$ cat config.mk
export PLATFORM = sky130hd
export DESIGN_NAME = shadd_cmul
export DESIGN_NICKNAME = d
export VERILOG_FILES = /design/src/rtl/shadd_pkg.sv /design/src/rtl/shadd_alu.sv /design/src/rtl/shadd_regfile.sv /design/src/rtl/shadd_seq.sv /design/src/rtl/shadd_cmul.sv
export SDC_FILE = /design/constraint.sdc
export NUM_CORES = 1
export LEC_CHECK = 0
export ABC_AREA = 1
export ABC_CLOCK_PERIOD_IN_PS = 9520
export BUFFER_PORTS_ARGS = -buffer_cell sky130_fd_sc_hd__buf_4
export CAP_MARGIN = 20
export CORE_MARGIN = 1
export CORE_UTILIZATION = 60
export CTS_BUF_LIST = sky130_fd_sc_hd__clkbuf_4 sky130_fd_sc_hd__clkbuf_8
export DETAILED_ROUTE_END_ITERATION = 16
export HOLD_SLACK_MARGIN = 0.02
export PLACE_DENSITY_LB_ADDON = 0.15
export SYNTH_ARGS = -nofsm -noshare
export SYNTH_HDL_FRONTEND = slang
export SYNTH_SLANG_ARGS = --single-unit
$ cat constraint.sdc
create_clock -name clk -period 9.52 [get_ports clk]
set_input_delay 0 -clock clk [delete_from_list [all_inputs] [get_ports clk]]
set_output_delay 0 -clock clk [all_outputs]
set_load 0.01 [all_outputs]
$ cat src/rtl/shadd_pkg.sv
package shadd_pkg;
  localparam int DATA_W    = 32;
  localparam int NREG      = 4;
  localparam int MAX_STEPS = 8;
  localparam int SH_W      = 2;
  localparam int IDX_W     = $clog2(NREG);
  localparam int CNT_W     = $clog2(MAX_STEPS);
  localparam int STEP_W    = SH_W + 3 * IDX_W;
  localparam int RECIPE_W  = STEP_W * MAX_STEPS;
  localparam int SH_MAX    = (1 << SH_W) - 1;
  localparam int WIDE_W    = DATA_W + SH_MAX + 1;

  typedef struct packed {
    logic [IDX_W-1:0] dst;
    logic [IDX_W-1:0] src_b;
    logic [IDX_W-1:0] src_a;
    logic [SH_W-1:0]  shamt;
  } step_t;
endpackage

$ cat src/rtl/shadd_alu.sv
module shadd_alu
  import shadd_pkg::*;
(
  input  logic [DATA_W-1:0] opa_i,
  input  logic [DATA_W-1:0] opb_i,
  input  logic [SH_W-1:0]   shamt_i,
  output logic [DATA_W-1:0] sum_o,
  output logic              ovf_o
);
  logic [WIDE_W-1:0] wide_a;
  logic [WIDE_W-1:0] wide_sum;

  always_comb begin
    wide_a   = {{(WIDE_W-DATA_W){1'b0}}, opa_i} << shamt_i;
    wide_sum = wide_a + {{(WIDE_W-DATA_W){1'b0}}, opb_i};
    sum_o    = wide_sum[DATA_W-1:0];
    ovf_o    = |wide_sum[WIDE_W-1:DATA_W];
  end
endmodule

$ cat src/rtl/shadd_regfile.sv
module shadd_regfile
  import shadd_pkg::*;
(
  input  logic              clk,
  input  logic              rst_n,
  input  logic              init_i,
  input  logic [DATA_W-1:0] init_val_i,
  input  logic              we_i,
  input  logic [IDX_W-1:0]  waddr_i,
  input  logic [DATA_W-1:0] wdata_i,
  input  logic [IDX_W-1:0]  raddr_a_i,
  input  logic [IDX_W-1:0]  raddr_b_i,
  input  logic [IDX_W-1:0]  raddr_c_i,
  output logic [DATA_W-1:0] rdata_a_o,
  output logic [DATA_W-1:0] rdata_b_o,
  output logic [DATA_W-1:0] rdata_c_o
);
  logic [DATA_W-1:0] regs [NREG];

  for (genvar g = 0; g < NREG; g++) begin : g_reg
    logic              en;
    logic [DATA_W-1:0] nxt;

    always_comb begin
      en  = init_i || (we_i && (waddr_i == IDX_W'(g)));
      if (init_i) nxt = (g == 0) ? init_val_i : '0;
      else        nxt = wdata_i;
    end

    always_ff @(posedge clk or negedge rst_n) begin
      if (!rst_n)  regs[g] <= '0;
      else if (en) regs[g] <= nxt;
    end
  end

  always_comb begin
    rdata_a_o = regs[raddr_a_i];
    rdata_b_o = regs[raddr_b_i];
    rdata_c_o = regs[raddr_c_i];
  end
endmodule

$ cat src/rtl/shadd_seq.sv
module shadd_seq
  import shadd_pkg::*;
(
  input  logic                clk,
  input  logic                rst_n,
  input  logic                start_i,
  input  logic [RECIPE_W-1:0] recipe_i,
  input  logic [CNT_W-1:0]    len_i,
  output logic                accept_o,
  output logic                busy_o,
  output logic                last_o,
  output logic                done_o,
  output logic [CNT_W-1:0]    idx_o,
  output logic [CNT_W-1:0]    len_o,
  output step_t               step_o
);
  logic                busy_q, busy_d;
  logic                done_q, done_d;
  logic [CNT_W-1:0]    idx_q, idx_d;
  logic [CNT_W-1:0]    len_q;
  logic [RECIPE_W-1:0] recipe_q;
  logic                accept;
  logic                last;

  always_comb begin
    accept = start_i && !busy_q;
    last   = busy_q && (idx_q == len_q);
    busy_d = busy_q;
    idx_d  = idx_q;
    done_d = 1'b0;
    if (accept) begin
      busy_d = 1'b1;
      idx_d  = '0;
    end else if (busy_q) begin
      if (last) begin
        busy_d = 1'b0;
        done_d = 1'b1;
      end else begin
        idx_d = idx_q + CNT_W'(1);
      end
    end
  end

  always_ff @(posedge clk or negedge rst_n) begin
    if (!rst_n) begin
      busy_q <= 1'b0;
      done_q <= 1'b0;
      idx_q  <= '0;
    end else begin
      busy_q <= busy_d;
      done_q <= done_d;
      idx_q  <= idx_d;
    end
  end

  always_ff @(posedge clk or negedge rst_n) begin
    if (!rst_n) begin
      len_q    <= '0;
      recipe_q <= '0;
    end else if (accept) begin
      len_q    <= len_i;
      recipe_q <= recipe_i;
    end
  end

  always_comb begin
    step_o   = step_t'(recipe_q[idx_q*STEP_W +: STEP_W]);
    accept_o = accept;
    busy_o   = busy_q;
    last_o   = last;
    done_o   = done_q;
    idx_o    = idx_q;
    len_o    = len_q;
  end
endmodule

$ cat src/rtl/shadd_cmul.sv
module shadd_cmul
  import shadd_pkg::*;
(
  input  logic                clk,
  input  logic                rst_n,
  input  logic                start_i,
  input  logic [DATA_W-1:0]   operand_i,
  input  logic [RECIPE_W-1:0] recipe_i,
  input  logic [CNT_W-1:0]    len_i,
  output logic                busy_o,
  output logic                done_o,
  output logic [DATA_W-1:0]   product_o,
  output logic                ovf_o
);
  logic              accept;
  logic              busy;
  logic              last;
  logic              done;
  logic [CNT_W-1:0]  step_idx;
  logic [CNT_W-1:0]  len_q;
  step_t             step;
  logic [DATA_W-1:0] opa, opb, unused_c;
  logic [DATA_W-1:0] sum;
  logic              step_ovf;
  logic              ovf_acc_q, ovf_acc_d;
  logic [DATA_W-1:0] product_q;
  logic              ovf_q;

  shadd_seq u_seq (
    .clk      (clk),
    .rst_n    (rst_n),
    .start_i  (start_i),
    .recipe_i (recipe_i),
    .len_i    (len_i),
    .accept_o (accept),
    .busy_o   (busy),
    .last_o   (last),
    .done_o   (done),
    .idx_o    (step_idx),
    .len_o    (len_q),
    .step_o   (step)
  );

  shadd_regfile u_rf (
    .clk        (clk),
    .rst_n      (rst_n),
    .init_i     (accept),
    .init_val_i (operand_i),
    .we_i       (busy),
    .waddr_i    (step.dst),
    .wdata_i    (sum),
    .raddr_a_i  (step.src_a),
    .raddr_b_i  (step.src_b),
    .raddr_c_i  (step.dst),
    .rdata_a_o  (opa),
    .rdata_b_o  (opb),
    .rdata_c_o  (unused_c)
  );

  shadd_alu u_alu (
    .opa_i   (opa),
    .opb_i   (opb),
    .shamt_i (step.shamt),
    .sum_o   (sum),
    .ovf_o   (step_ovf)
  );

  always_comb begin
    ovf_acc_d = ovf_acc_q;
    if (accept)    ovf_acc_d = 1'b0;
    else if (busy) ovf_acc_d = ovf_acc_q | step_ovf;
  end

  always_ff @(posedge clk or negedge rst_n) begin
    if (!rst_n) ovf_acc_q <= 1'b0;
    else        ovf_acc_q <= ovf_acc_d;
  end

  always_ff @(posedge clk or negedge rst_n) begin
    if (!rst_n) begin
      product_q <= '0;
      ovf_q     <= 1'b0;
    end else if (last) begin
      product_q <= sum;
      ovf_q     <= ovf_acc_q | step_ovf;
    end
  end

  always_comb begin
    busy_o    = busy;
    done_o    = done;
    product_o = product_q;
    ovf_o     = ovf_q;
  end
endmodule

==> results by group <==
Synth
  • Post-synth top area cell: dfrtp_1
  • Share of the yosys chip area belonging to registers: 0.4094
  • Top-count cell post-synth: nand2_1
  • Dominant cells by area after synthesis: dfrtp_1, nand2_1, o21ai_0
  • Post-synthesis register bit count: 234
  • Average size of a mapped cell: 7.210 sq um
  • Cell Area, Synth: 14300 sq um
  • Commonest cells in the netlist: nand2_1, dfrtp_1, o21ai_0, nor2_1, inv_1
  • Post-synth ARST share: 1.000
  • Post-synth EDFFs: 0
  • Cell count after synthesis: 1984
  • Post-synth cell types: 54
  • Top_reg_cell synth: dfrtp_1
  • Synth warn: 0
  • Yosys top cell area share: 0.4094
  • Synth Net Count: 2120

GRT
  • First-pass GRT wire length: 72680 microns
  • Pin count of the biggest net entering global routing: 110
  • Initial antenna violation count: 0
  • GR Overflow Total: 0
  • Vias in the first global route: 14160
  • Total track usage: 0.3794

Placement
  • DP Wirelength: 29200 microns
  • Routability Congestion: 1.008
  • Placed cell area: 15240 sq um
  • Port Buffers: 136

Clock tree
  • Postcts setup bufs: 0
  • Worst-path clk slew: 60 ps
  • CTS Sinks: 234
  • CTS tree: done
  • CTS max path bufs: 3
  • CTS Buf Count: 42
  • Worst-Skew Late Latency: 570 ps
  • Quantity of gates resized following cts: 0
  • Hold_buf cts: 101
  • Root buf cell: clkbuf_8
  • Htree depth: 2

Layout
  • Antenna cell count: 0
  • Nets@finish: 2304
  • Share of layout cells above drive strength 1: 0.1232
  • Filler instances: 1811
  • Fin util: 0.7352
  • Post-route cell area: 17210 sq um
  • Area Growth Syn to Fin: 20.29%

Floorplan
  • Die Span Y: 156.4 microns
  • Core Region: 23400 sq um
  • Row count: 56
  • Full die area: 24460 sq um
  • Die X: 156.4 microns
  • Ports: 137
  • Initial core utilization: 0.6112

Route
  • Via count: 14690
  • Residual DRC: 0
  • Post-DRT Antenna Nets: 0
  • Post-DR wirelength/cell: 18.21 microns
  • Vias per inst: 5.831
  • DR pass1 iterations: 5
  • Starting DRT DRC Count: 1311
  • Post-Route WL: 45870 microns

Setup path
  • CP Capture Type: flop
  • Crit path DAT: 6210 ps
  • Crit path launch: u_seq.idx_o[1]$_DFFE_PN0P_
  • Worst R2R Start: u_seq.idx_o[1]$_DFFE_PN0P_
  • Crit Path Category: reg -> reg
  • Req. time, crit path: 9990 ps
  • CP Launch Type: flop
  • Crit path max fanout: 27

Timing
  • Tcrit/Tclk final: 0.6028
  • Final setup viols: 0
  • Clk_skew: 18.74 ps
  • Highest Clock Rate: 174.2 MHz
  • Max_slew headroom: 0.2354
  • Setup repair after global routing missed its margin: no
  • Tmin final: 5739 ps
  • WHS: 51.11 ps
  • Final setup TNS: 0 ps
  • Final Hold Fails: 0
  • Max Slew Vio Count: 0
  • Slew of the pin with the lowest slew margin: 1143 ps

Flow run
  • Maxcap violations: 0

Outcome
  • Status: finished clean

Hold path
  • HP Class: in -> async
logic make-up after synthesis:
kind of cell	count (synthesis)	synth area share
simple gates	977	0.2706
compound gates	446	0.1794
buf+inv	242	0.07706
flops	234	0.4094
fa+ha+maj	34	0.03027
xor+xnor	28	0.01714
mux	23	0.01610
critical path, cell delays in order (launching register included):
cell      delay [ps]
dfrtp_1          760
inv_2            330
a21oi_1          210
a22o_1           160
nand2_1          130
nand2_2          530
clkinv_1         630
buf_4            430
nand2_1          100
o21ai_0           80
ha_1             350
nand2_1          100
o21ai_1          190
nand2_1           70
nand3_1          120
nand2_1          110
o21bai_2         200
nand2_1          110
nand2_1          130
nand2_1           70
nand2_1           80
xor2_1           490
nand3_1          130
o21ai_0          100
state kept, by name, indices dropped and copies added (netlist names):
register	count
ovf_acc_q	1
ovf_o	1
product_o	32
u_rf.regs	128
u_seq.busy_o	1
u_seq.done_o	1
u_seq.idx_o	3
u_seq.len_o	3
u_seq.recipe_q	64
per-layer routing:
metal,GRT usage,wire length [microns]
met2,0.6324,21500
met4,0.1727,1922
met3,0.06176,3570
met1,0.4844,18880
met5,0,0
layout make-up:
type | instances | area (sq um) | share of cell area
Multi-Input combinational cell | 1508 | 7358 | 0.4276
Sequential cell | 234 | 5856 | 0.3403
Timing Repair Buffer | 251 | 2165 | 0.1258
Clock buffer | 63 | 773.2 | 0.04494
Inverter | 131 | 496.7 | 0.02887
Tap cell | 319 | 399.1 | 0.02320
Clock inverter | 13 | 158.9 | 0.009235
through the flow:
stage / setup WS (ps) / std cells
3_3_place_gp: 3730 / 2341
6_report: 3781 / 2519
2_1_floorplan: 5693 / 1984
5_1_grt: 3369 / 2519
3_5_place_dp: 3698 / 2341
4_1_cts: 3664 / 2518
final timing paths:
kind,to,slack [ps],cells after the start
min in group clk,u_seq.recipe_q[44]$_DFFE_PN0P_,180,4
max reg2reg,u_rf.regs[93]$_DFFE_PN0P_,3780,23
max,u_rf.regs[93]$_DFFE_PN0P_,3780,23
min reg2reg,u_seq.recipe_q[22]$_DFFE_PN0P_,480,2
min,u_rf.regs[40]$_DFFE_PN0P_,50,2
max in group asynchronous,u_rf.regs[55]$_DFFE_PN0P_,8090,3
cells in the final DEF (no fill, tap or decap), types with 3 or more instances in the layout:
cell	n
inv_1	119
clkinv_2	6
xnor2_1	10
dlygate4sd3_1	101
o22ai_1	25
buf_4	148
o211ai_1	26
nand2_1	752
o21bai_1	6
a21oi_1	85
inv_2	8
bufinv_16	3
xor2_1	18
ha_1	33
or2_0	3
clkbuf_4	15
nor2_1	126
a31oi_1	8
nor3_1	6
nand4_1	3
clkbuf_8	48
o21ai_1	27
nand3b_1	5
nand2_2	6
nand3_1	50
dfrtp_1	234
nand3_2	5
mux2i_1	23
o21ai_0	219
a21o_1	7
or2_2	17
a32o_1	15
a32oi_1	13
Power is not shown: default switching activity piles up to over one toggle a cycle in this logic, so the estimate is an artifact.
